===== src/rtl/rowbuf_pkg.sv =====
package rowbuf_pkg;

  typedef enum logic [2:0] {
    CMD_NOP,
    CMD_ACT,
    CMD_RD,
    CMD_WR,
    CMD_PRE,
    CMD_PREALL,
    CMD_REF
  } cmd_e;

  typedef struct packed {
    cmd_e cmd;
    logic latchReq;
    logic markOpen;
    logic closeBank;
    logic closeAll;
  } strobe_t;

endpackage


===== src/rtl/rowbuf_ctrl.sv =====
module rowbuf_ctrl
  import rowbuf_pkg::*;
#(
  parameter int T_RP         = 2,
  parameter int T_RCD        = 2,
  parameter int T_RFC        = 4,
  parameter int REF_INTERVAL = 1000
) (
  input  logic    clk,
  input  logic    rst_n,
  input  logic    reqValid,
  input  logic    reqWrite,
  output logic    reqReady,
  input  logic    pageHit,
  input  logic    bankBusy,
  input  logic    anyOpen,
  output strobe_t stb
);

  localparam int TMAX = (T_RP > T_RCD) ? ((T_RP > T_RFC) ? T_RP : T_RFC)
                                       : ((T_RCD > T_RFC) ? T_RCD : T_RFC);
  localparam int TW   = $clog2(TMAX + 1);
  localparam int RW   = $clog2(REF_INTERVAL + 1);

  typedef enum logic [3:0] {
    ST_IDLE, ST_PRE, ST_WRP, ST_ACT, ST_WRCD, ST_COL,
    ST_PREALL, ST_WRPA, ST_REF, ST_WRFC
  } state_e;

  state_e        state, nxt;
  logic [TW-1:0] tmr;
  logic [RW-1:0] refCnt;
  logic          refPending;
  logic          wrLat;

  // sequencing decisions
  always_comb begin
    nxt = state;
    stb = '0;
    stb.cmd = CMD_NOP;
    case (state)
      ST_IDLE: begin
        if (refPending) begin
          nxt = anyOpen ? ST_PREALL : ST_REF;
        end else if (reqValid) begin
          stb.latchReq = 1'b1;
          nxt = pageHit ? ST_COL : (bankBusy ? ST_PRE : ST_ACT);
        end
      end
      ST_PRE:    begin stb.cmd = CMD_PRE; stb.closeBank = 1'b1; nxt = ST_WRP; end
      ST_WRP:    if (tmr == '0) nxt = ST_ACT;
      ST_ACT:    begin stb.cmd = CMD_ACT; stb.markOpen = 1'b1; nxt = ST_WRCD; end
      ST_WRCD:   if (tmr == '0) nxt = ST_COL;
      ST_COL:    begin stb.cmd = wrLat ? CMD_WR : CMD_RD; nxt = ST_IDLE; end
      ST_PREALL: begin stb.cmd = CMD_PREALL; stb.closeAll = 1'b1; nxt = ST_WRPA; end
      ST_WRPA:   if (tmr == '0) nxt = ST_REF;
      ST_REF:    begin stb.cmd = CMD_REF; nxt = ST_WRFC; end
      ST_WRFC:   if (tmr == '0) nxt = ST_IDLE;
      default:   nxt = ST_IDLE;
    endcase
  end

  assign reqReady = (state == ST_IDLE) && !refPending;

  always_ff @(posedge clk) begin
    if (!rst_n) begin
      state <= ST_IDLE;
      tmr   <= '0;
      wrLat <= 1'b0;
    end else begin
      state <= nxt;
      if (stb.latchReq) wrLat <= reqWrite;
      case (state)
        ST_PRE, ST_PREALL: tmr <= TW'(T_RP - 2);
        ST_ACT:            tmr <= TW'(T_RCD - 2);
        ST_REF:            tmr <= TW'(T_RFC - 2);
        default:           if (tmr != '0) tmr <= tmr - 1'b1;
      endcase
    end
  end

  // refresh interval counter
  always_ff @(posedge clk) begin
    if (!rst_n) begin
      refCnt     <= '0;
      refPending <= 1'b0;
    end else begin
      if (refCnt == RW'(REF_INTERVAL - 1)) begin
        refCnt     <= '0;
        refPending <= 1'b1;
      end else begin
        refCnt <= refCnt + 1'b1;
        if (state == ST_REF) refPending <= 1'b0;
      end
    end
  end

  // gap checkers
  logic [7:0] sincePre, sinceAct, sinceRef;
  logic       inFlight;
  always_ff @(posedge clk) begin
    if (!rst_n) begin
      sincePre <= 8'hFF;
      sinceAct <= 8'hFF;
      sinceRef <= 8'hFF;
      inFlight <= 1'b0;
    end else begin
      sincePre <= (stb.cmd == CMD_PRE || stb.cmd == CMD_PREALL) ? 8'd1
                : (sincePre == 8'hFF ? sincePre : sincePre + 8'd1);
      sinceAct <= (stb.cmd == CMD_ACT) ? 8'd1
                : (sinceAct == 8'hFF ? sinceAct : sinceAct + 8'd1);
      sinceRef <= (stb.cmd == CMD_REF) ? 8'd1
                : (sinceRef == 8'hFF ? sinceRef : sinceRef + 8'd1);
      if (stb.latchReq) inFlight <= 1'b1;
      else if (stb.cmd == CMD_RD || stb.cmd == CMD_WR) inFlight <= 1'b0;
    end
  end

  assert_pre_to_act_gap_R4: assert property (@(posedge clk) disable iff (!rst_n)
    (stb.cmd == CMD_ACT || stb.cmd == CMD_REF) |-> (sincePre >= 8'(T_RP)));

  assert_act_to_col_gap_R3: assert property (@(posedge clk) disable iff (!rst_n)
    (stb.cmd == CMD_RD || stb.cmd == CMD_WR) |-> (sinceAct >= 8'(T_RCD)));

  assert_ref_recovery_R8: assert property (@(posedge clk) disable iff (!rst_n)
    (stb.cmd != CMD_NOP) |-> (sinceRef >= 8'(T_RFC)));

  assert_ready_drops_R9: assert property (@(posedge clk) disable iff (!rst_n)
    (reqValid && reqReady) |=> !reqReady);

  assert_no_refresh_midseq_R11: assert property (@(posedge clk) disable iff (!rst_n)
    (stb.cmd == CMD_REF || stb.cmd == CMD_PREALL) |-> !inFlight);

endmodule


===== src/rtl/rowbuf_dpath.sv =====
module rowbuf_dpath
  import rowbuf_pkg::*;
#(
  parameter int ROW_W   = 12,
  parameter int BANK_W  = 2,
  parameter int COL_W   = 9,
  parameter int DATA_W  = 16,
  parameter int CAS_LAT = 3
) (
  input  logic                           clk,
  input  logic                           rst_n,
  input  strobe_t                        stb,
  input  logic [ROW_W+BANK_W+COL_W-1:0]  reqAddr,
  input  logic [DATA_W-1:0]              reqWdata,
  output logic                           pageHit,
  output logic                           bankBusy,
  output logic                           anyOpen,
  output logic                           sdRasN,
  output logic                           sdCasN,
  output logic                           sdWeN,
  output logic [BANK_W-1:0]              sdBank,
  output logic [ROW_W-1:0]               sdAddr,
  output logic [DATA_W-1:0]              sdWdata,
  input  logic [DATA_W-1:0]              sdRdata,
  output logic                           rspValid,
  output logic [DATA_W-1:0]              rspData
);

  localparam int ADDR_W = ROW_W + BANK_W + COL_W;
  localparam int NBANK  = 1 << BANK_W;
  localparam int AP_BIT = 10;

  logic [ROW_W-1:0]  reqRow, latRow;
  logic [BANK_W-1:0] reqBank, latBank;
  logic [COL_W-1:0]  latCol;
  logic [DATA_W-1:0] latData;

  assign reqRow  = reqAddr[ADDR_W-1 -: ROW_W];
  assign reqBank = reqAddr[COL_W +: BANK_W];

  always_ff @(posedge clk) begin
    if (!rst_n) begin
      latRow  <= '0;
      latBank <= '0;
      latCol  <= '0;
      latData <= '0;
    end else if (stb.latchReq) begin
      latRow  <= reqRow;
      latBank <= reqBank;
      latCol  <= reqAddr[COL_W-1:0];
      latData <= reqWdata;
    end
  end

  // per-bank open-row table
  logic [NBANK-1:0] openVld;
  logic [ROW_W-1:0] openRow [NBANK];

  for (genvar b = 0; b < NBANK; b++) begin : g_bank
    logic             vldQ, sel;
    logic [ROW_W-1:0] rowQ;
    assign sel = (latBank == BANK_W'(b));
    always_ff @(posedge clk) begin
      if (!rst_n) begin
        vldQ <= 1'b0;
        rowQ <= '0;
      end else if (stb.closeAll || (stb.closeBank && sel)) begin
        vldQ <= 1'b0;
      end else if (stb.markOpen && sel) begin
        vldQ <= 1'b1;
        rowQ <= latRow;
      end
    end
    assign openVld[b] = vldQ;
    assign openRow[b] = rowQ;
  end

  assign pageHit  = openVld[reqBank] && (openRow[reqBank] == reqRow);
  assign bankBusy = openVld[reqBank] && (openRow[reqBank] != reqRow);
  assign anyOpen  = |openVld;

  // command pins
  always_comb begin
    {sdRasN, sdCasN, sdWeN} = 3'b111;
    sdBank = '0;
    sdAddr = '0;
    case (stb.cmd)
      CMD_ACT:    begin {sdRasN, sdCasN, sdWeN} = 3'b011; sdBank = latBank; sdAddr = latRow; end
      CMD_RD:     begin {sdRasN, sdCasN, sdWeN} = 3'b101; sdBank = latBank; sdAddr = ROW_W'(latCol); end
      CMD_WR:     begin {sdRasN, sdCasN, sdWeN} = 3'b100; sdBank = latBank; sdAddr = ROW_W'(latCol); end
      CMD_PRE:    begin {sdRasN, sdCasN, sdWeN} = 3'b010; sdBank = latBank; end
      CMD_PREALL: begin {sdRasN, sdCasN, sdWeN} = 3'b010; sdAddr = ROW_W'(1) << AP_BIT; end
      CMD_REF:    {sdRasN, sdCasN, sdWeN} = 3'b001;
      default:    {sdRasN, sdCasN, sdWeN} = 3'b111;
    endcase
  end

  assign sdWdata = latData;

  // read return delay line
  logic [CAS_LAT-1:0] rdPipe;
  logic               rdIssue;
  assign rdIssue = (stb.cmd == CMD_RD);

  if (CAS_LAT == 1) begin : g_lat1
    always_ff @(posedge clk) begin
      if (!rst_n) rdPipe <= '0;
      else        rdPipe <= rdIssue;
    end
  end else begin : g_latn
    always_ff @(posedge clk) begin
      if (!rst_n) rdPipe <= '0;
      else        rdPipe <= {rdPipe[CAS_LAT-2:0], rdIssue};
    end
  end

  assign rspValid = rdPipe[CAS_LAT-1];
  assign rspData  = sdRdata;

  assert_act_on_closed_bank_R4: assert property (@(posedge clk) disable iff (!rst_n)
    (stb.cmd == CMD_ACT) |-> !openVld[latBank]);

  assert_col_on_open_row_R5: assert property (@(posedge clk) disable iff (!rst_n)
    (stb.cmd == CMD_RD || stb.cmd == CMD_WR) |-> (openVld[latBank] && openRow[latBank] == latRow));

  assert_refresh_all_closed_R8: assert property (@(posedge clk) disable iff (!rst_n)
    (stb.cmd == CMD_REF) |-> (openVld == '0));

  assert_act_marks_open_R3: assert property (@(posedge clk) disable iff (!rst_n)
    (stb.cmd == CMD_ACT) |=> openVld[$past(latBank)]);

endmodule


===== src/rtl/rowbuf_sequencer.sv =====
module rowbuf_sequencer
  import rowbuf_pkg::*;
#(
  parameter int ROW_W        = 12,
  parameter int BANK_W       = 2,
  parameter int COL_W        = 9,
  parameter int DATA_W       = 16,
  parameter int T_RP         = 2,
  parameter int T_RCD        = 2,
  parameter int CAS_LAT      = 3,
  parameter int T_RFC        = 4,
  parameter int REF_INTERVAL = 1000
) (
  input  logic                          clk,
  input  logic                          rst_n,
  input  logic                          reqValid,
  input  logic                          reqWrite,
  input  logic [ROW_W+BANK_W+COL_W-1:0] reqAddr,
  input  logic [DATA_W-1:0]             reqWdata,
  output logic                          reqReady,
  output logic                          rspValid,
  output logic [DATA_W-1:0]             rspData,
  output logic                          sdRasN,
  output logic                          sdCasN,
  output logic                          sdWeN,
  output logic [BANK_W-1:0]             sdBank,
  output logic [ROW_W-1:0]              sdAddr,
  output logic [DATA_W-1:0]             sdWdata,
  input  logic [DATA_W-1:0]             sdRdata
);

  strobe_t stb;
  logic    pageHit, bankBusy, anyOpen;

  rowbuf_ctrl #(
    .T_RP(T_RP), .T_RCD(T_RCD), .T_RFC(T_RFC), .REF_INTERVAL(REF_INTERVAL)
  ) u_ctrl (
    .clk(clk), .rst_n(rst_n), .reqValid(reqValid), .reqWrite(reqWrite),
    .reqReady(reqReady), .pageHit(pageHit), .bankBusy(bankBusy),
    .anyOpen(anyOpen), .stb(stb)
  );

  rowbuf_dpath #(
    .ROW_W(ROW_W), .BANK_W(BANK_W), .COL_W(COL_W), .DATA_W(DATA_W), .CAS_LAT(CAS_LAT)
  ) u_dpath (
    .clk(clk), .rst_n(rst_n), .stb(stb), .reqAddr(reqAddr), .reqWdata(reqWdata),
    .pageHit(pageHit), .bankBusy(bankBusy), .anyOpen(anyOpen),
    .sdRasN(sdRasN), .sdCasN(sdCasN), .sdWeN(sdWeN), .sdBank(sdBank),
    .sdAddr(sdAddr), .sdWdata(sdWdata), .sdRdata(sdRdata),
    .rspValid(rspValid), .rspData(rspData)
  );

endmodule


===== config.mk =====
export PLATFORM = sky130hd
export DESIGN_NAME = rowbuf_sequencer
export DESIGN_NICKNAME = d
export VERILOG_FILES = /design/src/rtl/rowbuf_pkg.sv /design/src/rtl/rowbuf_ctrl.sv /design/src/rtl/rowbuf_dpath.sv /design/src/rtl/rowbuf_sequencer.sv
export SDC_FILE = /design/constraint.sdc
export NUM_CORES = 1
export LEC_CHECK = 0
export CAP_MARGIN = 10
export CORE_MARGIN = 5
export CORE_UTILIZATION = 40
export CTS_BUF_LIST = sky130_fd_sc_hd__clkbuf_8
export CTS_CLUSTER_SIZE = 28
export DETAILED_ROUTE_END_ITERATION = 16
export PLACE_DENSITY = 0.75
export SLEW_MARGIN = 20
export SYNTH_ARGS = -nofsm -noshare
export SYNTH_HDL_FRONTEND = slang
export SYNTH_SLANG_ARGS = --single-unit

===== constraint.sdc =====
create_clock -name clk -period 2.56 [get_ports clk]
set_input_delay 0.512 -clock clk [delete_from_list [all_inputs] [get_ports clk]]
set_output_delay 0.512 -clock clk [all_outputs]
set_load 0.05 [all_outputs]

# Yosys cells after proc, flatten, opt, wreduce, memory -nomap -nowiden
# Cells that the tools add are included.
word_totals:
  mem_bits_ro: 0
  latch_bits: 0
  inputBits: 59
  output_inout_bits: 51
  reg_bits: 113
  ramBits: 0
  mem_count: 0
classes:
  div_mod_pow: 0
  n_reduce_logical: 39
  eq_ne: 26
  n_mux: 32
  add_sub_neg: 2
  mul: 0
  magnitude_cmp: 2
  shift: 0
  bitwise_logic: 6
op_table:
  columns: ["cell", "n"]
  rows:
  - ["12-bit one-hot mux with 3 select lines", 1]
  - ["4-bit one-hot mux with 9 select lines", 1]
  - ["4-bit 2-to-1 mux", 8]
  - ["12-bit binary-select mux with 2-bit select", 1]
  - ["12-bit 2-to-1 mux", 2]
  - ["4-bit by 3-bit equality test with 1-bit output, second input constant", 4]
  - ["3-bit one-hot mux with 5 select lines", 1]
  - ["1-bit 2-to-1 mux", 13]
  - ["12-bit equality test", 1]
  - ["12-bit inequality test", 1]
  - ["2-bit OR reduction", 6]
  - ["4-bit OR reduction", 3]
  - ["1-bit logical AND", 11]
  - ["10-bit by 1-bit adder with 10-bit output, second input constant", 1]
  - ["10-bit equality test, second input constant", 1]
  - ["3-bit equality test, second input constant", 3]
  - ["3-bit OR reduction", 3]
  - ["4-bit by 2-bit equality test with 1-bit output, second input constant", 2]
  - ["4-bit equality test, second input constant", 2]
  - ["2-bit by 1-bit inequality test with 1-bit output, second input constant", 4]
  - ["2-bit AND reduction", 4]
  - ["3-bit by 2-bit equality test with 1-bit output, second input constant", 2]
  - ["3-bit one-hot mux with 2 select lines", 1]
  - ["3-bit nonzero test", 2]
  - ["other kinds (20)", 29]

# Longest topological paths before layout
# Gate-level depths: netlist (run 1).
logic_depth:
  depth_word: 11
  ltp_mapped: 8
  mapped_depth_nobuf: 8

# By module
# A second synthesis (run 1) with hierarchy kept.
unflattened:
  cells_unflattened: 604
  area_unflattened_um2: 5564.1
by_module_without_submodules:
  columns: ["module", "cells_each", "area_each_um2", "n_inst"]
  rows:
  - ["rowbuf_dpath", 458, 4415.5, 1]
  - ["rowbuf_ctrl", 146, 1148.6, 1]

# Least setup slack after synthesis (run 1)
# No wires, ideal clock.
synth_timing:
  kind: "reg2out"
  from: "register u_ctrl.state[3]"
  to: "output sdCasN"
  required_ns: 2.048
  path_slack_ns: 0.107
  arrival_time_ns: 1.941
  path_stages_with_launch: 5
  path_buffers: 2
  path_cell_list: "dfxtp_1 clkbuf_1 clkbuf_1 nor2_1 o21ai_0"
synth_between:
  elab_chain_len: 5
  word_cells_on_any_way: 11
synth_lines:
  columns: ["item", "line", "text"]
  rows:
  - ["start, declared", "rowbuf_ctrl.sv:30", "state_e state, nxt;"]
  - ["start signal, assigned", "rowbuf_ctrl.sv:71", "state <= nxt;"]
  - ["4-bit equality test, or another cell as far along", "rowbuf_ctrl.sv:41", "case (state)"]
  - ["3-bit one-hot mux with 5 select lines (*)", "rowbuf_ctrl.sv:41", null]
  - ["3-bit by 2-bit equality test with 1-bit output or 3-bit equality test (tied branches)", "rowbuf_dpath.sv:87", "case (stb.cmd)"]
  - ["3-bit OR reduction (no source line) (*)", null, null]
  - ["1-bit 2-to-1 mux (*)", "rowbuf_dpath.sv:87", null]
  - ["end, declared", "rowbuf_sequencer.sv:24", "output logic sdCasN,"]
# Every way passes the cells marked *; elsewhere a longest branch is shown, timed or not.

# Worst setup path in the final report (run 1)
layout_timing:
  from: "register u_ctrl.state[1]"
  to: "output sdAddr[5]"
layout_between:
  elab_chain_len: 5
  word_cells_on_any_way: 12
layout_lines:
  columns: ["item", "line", "text"]
  rows:
  - ["4-bit equality test, or another cell as far along", "rowbuf_ctrl.sv:41", null]
  - ["3-bit one-hot mux with 5 select lines (*)", "rowbuf_ctrl.sv:41", null]
  - ["3-bit by 2-bit equality test with 1-bit output", "rowbuf_dpath.sv:87", null]
  - ["2-bit OR reduction (no source line)", null, null]
  - ["12-bit one-hot mux with 3 select lines (*)", "rowbuf_dpath.sv:87", null]
  - ["end, declared", "rowbuf_sequencer.sv:27", "output logic [ROW_W-1:0] sdAddr,"]
# Marked as above.

==> impl_metrics.csv, run 1 <==
group,metric,value,unit
yosys,synth_enable_flop_cells,0,
grt,grt_pass1_wl,21700,um
drt,vias,4537,
floorplanning,die_x,123,um
finish,areaGrowthSynthToFinish,26.4,%
floorplanning,core-area,12600,um2
timing,tightest_slew,670,ps
clock_tree,cts_sinks,113,
power,clkPwrFrac,0.271,
yosys,syn_nets,694,
drt,dr.max_layer_used,"met4",
place,gp_congestion,0.930,
drt,routed-wl-met2,6460,um
place,io_buffers,77,
clock_tree,cts_tree,"done",
finish,final_cell_mix,"193 x nand2_1, 109 x dfxtp_1, 98 x a21oi_1",
timing,clock_skew,5.16,ps
yosys,syn-instance-count,632,
place,placed_cells,841,
yosys,synth_flop_cell,"dfxtp_1",
power,powerDensity,859,nW/um2
clock_tree,clk_pin_slew,60,ps
finish,antennaDiodeCount,0,
timing,setup_ws,168,ps
yosys,ys_seq_elements,113,
finish,fin_nets,750,
floorplanning,start_util,0.405,
timing,final.period_utilization,0.934,
finish,drive_gt1_frac,0.110,
power,peakVddDrop,465,uV
grt,first_global_vias,4502,
yosys,synth_area_per_cell,8.05,um2
power,swShare,0.380,
drt,dr.pass1.iters,5,
yosys,ys_seq_area_frac,0.445,
timing,tns,0,ps
clock_tree,hold_buffers,0,
hold_path,hold_class,"flip-flop to flip-flop",
power,power_frac_seq,0.393,
yosys,synth_warnings,0,
clock_tree,cts_buffer_depth,2,
drt,wl_met1,5540,um
drt,first_iter_violations,350,
grt,grt_antenna_before_repair,0,
critical_path,max_stage_delay,460,ps
critical_path,cp_max_fo,13,
critical_path,cp_slowest_cell,"dfxtp_2",
grt,overflow,0,
timing,setup_viol,0,
clock_tree,htreeDepth,4,
clock_tree,cts_setup_buffers,0,
drt,vias_per_cell,5.20,
drt,route.detailed.drc,0,
critical_path,cp.required,2050,ps
grt,grtUsageTotal,0.185,
power,pwr-share-comb,0.336,
timing,finalHoldViolations,0,
drt,wire_per_inst,15.1,um
floorplanning,dieArea,15100,um2
floorplanning,num_io_pins,110,
critical_path,end_kind,"output pin",
grt,grt_max_degree,52,
drt,routed_wl,13200,um
critical_path,crit_type,"flip-flop to output pin",
drt,ant_nets,0,
place,hpwlAfterDp,9070,um
clock_tree,numCtsBuffers,17,
critical_path,arrival,1880,ps
drt,wl_met3,959,um
clock_tree,cts_resized,0,
finish,final_common_cell,"nand2_1",
power,cellInternalPower,0.00343,W
status,outcome,"finished clean",
yosys,syn-cell-area,5090,um2
clock_tree,clockRootBuffer,"clkbuf_8",
timing,rsz0062_at_grt,"no",
place,dp_slack,-166,ps
yosys,yosysUniqueCellTypes,46,
power,p_leak,2.29,nW
power,p_switching,0.00210,W
job,drv_cap,0,
critical_path,path_cells,"inv_1 -> nor3_1 -> buf_4 -> a22o_1 -> buf_12",
timing,slew_violations,0,
timing,finalCriticalPeriod,2390,ps
clock_tree,clk_latency,420,ps
finish,stdcell_count,872,
timing,slew_headroom,0.550,
finish,n_fill_cell,1166,
floorplanning,core.rowCount,41,
floorplanning,fp.dieH,123,um
timing,clock.fmax,0.418,GHz
yosys,synthArstFlopShare,0,
critical_path,startpoint_type,"flip-flop",
## routing by layer
metal	track usage	vias to the layer above
met5	0	-
met4	0.0728	0
met3	0.0594	20
met2	0.309	174
met1	0.221	2129
li1	-	2214
## worst paths after layout
check | from | to | slack, ps | depth (start not counted)
min reg2reg | u_dpath.rdPipe[0] | u_dpath.rdPipe[1] | 430 | 1
max reg2reg | u_ctrl.state[1] | u_dpath.g_bank[3].rowQ[9] | 520 | 6
max | u_ctrl.state[1] | sdAddr[5] | 170 | 5
min | u_dpath.rdPipe[0] | u_dpath.rdPipe[1] | 430 | 1
## metrics by stage
step | instance area, um2 | util | power, W | hold slack, ps
5_1_grt | 6430 | 0.512 | 0.00585 | 467
6_report | 6430 | 0.512 | 0.00553 | 433
3_3_place_gp | 6070 | 0.483 | 0.00400 | 412
2_1_floorplan | 5090 | - | 0.00349 | 412
3_5_place_dp | 6070 | 0.483 | 0.00405 | 423
4_1_cts | 6430 | 0.511 | 0.00556 | 439
## layout make-up
type	count	area (um2)	share of cell area
repair buffers	92	1060	0.165
multi-input cells	457	2500	0.389
clock buffers	19	262	0.0407
well taps	172	215	0.0335
clock inverters	12	93.8	0.0146
inverters	7	26.3	0.00409
flip-flops and latches	113	2270	0.353
## cell families (layout without fill, tap and decap cells)
logic type | Yosys count | after routing | synth area share
mux | 18 | 18 | 0.0620
fa+ha+maj | 3 | 3 | 0.00738
xor+xnor | 25 | 25 | 0.0431
simple gates | 279 | 279 | 0.232
buf+inv | 62 | 130 | 0.0630
flops | 113 | 113 | 0.445
compound gates | 132 | 132 | 0.148
## power groups by stage
stage	combinational, W	sequential [W]	clock (W)
5_1_grt	0.00202	0.00220	0.00163
6_report	0.00186	0.00217	0.00150
2_1_floorplan	0.00123	0.00225	0
4_1_cts	0.00187	0.00216	0.00153
3_3_place_gp	0.00182	0.00218	0
3_5_place_dp	0.00186	0.00220	0
## cell usage after synthesis (9+ instances only)
cell / instances / area (um2)
buf_2: 10 / 50.1
o21ai_0: 10 / 50.1
nand2_1: 193 / 724
xnor2_1: 15 / 131
nor3_1: 9 / 45.0
a22o_1: 9 / 78.8
clkbuf_1: 25 / 93.8
mux2i_1: 9 / 90.1
xor2_1: 10 / 87.6
dfxtp_1: 113 / 2260
nor2_1: 31 / 116
buf_4: 16 / 120
a21oi_1: 98 / 490
## registers in the layout, indices dropped and copies added (netlist names)
register,cells
u_dpath.rdPipe,3
u_dpath.latRow,12
u_ctrl.refPending,1
u_ctrl.refCnt,10
u_dpath.g_bank.rowQ,48
u_ctrl.wrLat,1
u_dpath.latBank,2
u_dpath.g_bank.vldQ,4
u_dpath.sdWdata,16
u_dpath.latCol,9
u_ctrl.tmr,3
u_ctrl.state,4
## critical path: cells and delay by family, from the launching register on
kind                   cells  cell delay (ps)
AO/OA/AOI/OAI              1              230
buffers and inverters      3              540
flip-flops                 1              460
AND/OR/NAND/NOR            1              220
Note: power is estimated with default switching activity, not from simulation.
==> run 2: changes to the inputs <==
- clock period: 2.56 -> 2.8 ns (I/O delays scaled with it)
==> run 2 against run 1 <==
Core utilization rose by 0.22 points; non-clock buffer count rose by 2; global-route usage barely moved; clock skew rose by 2.3 ps; first-iteration DRC count rose by 5.1%; largest cell class unchanged; via count barely moved; final cell count rose by 0.23%; power fell by 0.94%.
==> impl_metrics.csv, run 2 (synthesis results as in run 1) <==
group,metric,value,unit
grt,overflow,0,
critical_path,path_buf_inv,2,
critical_path,r2r_slack,580,ps
critical_path,cp_max_fo,11,
clock_tree,cts_sinks,113,
clock_tree,cts_buffer_depth,2,
hold_path,hold_class,"flip-flop to flip-flop",
finish,n_fill_cell,1149,
drt,dr.pass1.iters,5,
floorplanning,fp.dieH,123,um
clock_tree,cts_tree,"done",
place,gp_congestion,0.850,
floorplanning,num_io_pins,110,
finish,final_common_cell,"nand2_1",
finish,regMostFlops,"u_dpath.g_bank.rowQ",
clock_tree,clockRootBuffer,"clkbuf_8",
finish,ff_latch_area,2260,um2
drt,routed_wl,13400,um
finish,fin_nets,752,
timing,whs,434,ps
grt,first_global_vias,4461,
drt,vias_per_cell,5.19,
finish,drive_gt1_frac,0.103,
clock_tree,cts_resized,0,
finish,areaGrowthSynthToFinish,27.0,%
power,peakVddDrop,367,uV
drt,vias,4535,
floorplanning,start_util,0.405,
place,place_area,5990,um2
critical_path,max_stage_delay,830,ps
clock_tree,hold_buffers,0,
timing,clock.fmax,0.370,GHz
floorplanning,core-area,12600,um2
timing,clock_skew,7.46,ps
place,io_buffers,77,
critical_path,cp.required,2240,ps
grt,grtUsageTotal,0.186,
power,p_leak,2.33,nW
timing,setup_viol,0,
finish,largest_reg_flops,48,
power,powerDensity,847,nW/um2
timing,finalHoldViolations,0,
clock_tree,clk_pin_slew,70,ps
clock_tree,htreeDepth,4,
drt,route.detailed.drc,0,
finish,multi_input_area,2500,um2
finish,fin_util,0.514,
critical_path,cpLargestDelayFamily,"buffers and inverters",
timing,slew_violations,0,
timing,final.period_utilization,0.966,
grt,grt_antenna_before_repair,0,
clock_tree,cts_setup_buffers,0,
drt,first_iter_violations,368,
clock_tree,clk_latency,420,ps
floorplanning,die_x,123,um
timing,slew_headroom,0.553,
finish,antennaDiodeCount,0,
status,outcome,"finished clean",
timing,tightest_slew,665,ps
critical_path,crit_type,"flip-flop to output pin",
place,hpwlAfterDp,9090,um
drt,wire_per_inst,15.4,um
power,power,0.00547,W
floorplanning,core.rowCount,41,
floorplanning,dieArea,15100,um2
finish,final_cell_mix,"193 x nand2_1, 113 x dfxtp_1, 98 x a21oi_1",
timing,rsz0062_at_grt,"no",
critical_path,end_kind,"output pin",
critical_path,cp_slowest_cell,"clkdlybuf4s50_1",
clock_tree,numCtsBuffers,17,
grt,grt_pass1_wl,21700,um
job,drv_cap,0,
critical_path,startpoint_type,"flip-flop",
timing,finalCriticalPeriod,2710,ps
critical_path,path_cells,"buf_4 -> nand2_1 -> nor2_1 -> o21ai_0 -> clkdlybuf4s50_1",
finish,design_area,6460,um2
critical_path,arrival,2150,ps
grt,grt_max_degree,62,
drt,ant_nets,0,
timing,tns,0,ps
==> run 2: cell types whose count changed in the layout (fill, tap and decap cells not counted), sizes merged <==
cell	delta
clkinv	-6
clkinvlp	+1
clkbuf	-1
clkdlybuf4s50	+1
bufinv	+5
dlymetal6s2s	+1
inv	+1
==> run 2: power by group <==
group / switching (W) / total, W / internal (W)
Combinational: 0.00113 / 0.00173 / 0.000602
Clock: 0.000654 / 0.00181 / 0.00116
Sequential: 0.000157 / 0.00193 / 0.00178
Total: 0.00194 / 0.00547 / 0.00354
==> run 2: area by class of cell <==
| cell class | count | area share |
|---|---|---|
| Tap cell | 172 | 0.0333 |
| Clock inverter | 13 | 0.0337 |
| Inverter | 7 | 0.00407 |
| Clock buffer | 18 | 0.0384 |
| Sequential cell | 113 | 0.350 |
| Multi-Input combinational cell | 457 | 0.388 |
| Timing Repair Buffer | 94 | 0.153 |
==> run 2: per-stage QoR <==
step | std cells | setup WS (ps)
detailed placement | 843 | -10.8
CTS | 874 | 32.5
global route | 874 | 16.1
floorplan | 632 | 299
global placement | 843 | 73.0
finish | 874 | 94.0
==> run 2: worst reg2reg max path: cells and delay by family (launching register included) <==
family                 cells  cell delay, ps
and+or+nand+nor            4             990
DFF                        1             510
buffers and inverters      2             490
AOI/OAI and AO/OA          1              90
==> run 2: metal layers <==
| metal | part of all wire | routed length [um] | vias up | global-route usage |
|---|---|---|---|---|
| li1 | - | - | 2220 | - |
| met1 | 0.42 | 5710 | 2096 | 0.224 |
| met2 | 0.48 | 6400 | 188 | 0.303 |
| met3 | 0.070 | 939 | 31 | 0.0544 |
| met4 | 0.030 | 400 | 0 | 0.0896 |
| met5 | 0 | 0 | - | 0 |
==> run 2: worst paths after layout <==
path,end,startpoint,cells after the start
worst min register to register,u_dpath.rdPipe[2],u_dpath.rdPipe[1],1
worst max-delay path,sdCasN,u_ctrl.state[0],5
worst min-delay path,u_dpath.rdPipe[2],u_dpath.rdPipe[1],1
worst max register to register,u_dpath.g_bank[3].rowQ[4],u_ctrl.state[0],7
==> run 3: changes to the inputs <==
- ABC_CLOCK_PERIOD_IN_PS: not set -> 2800
==> results of run 3 <==
Same layout as run 2: the final DEF is identical, and so are final timing and power.
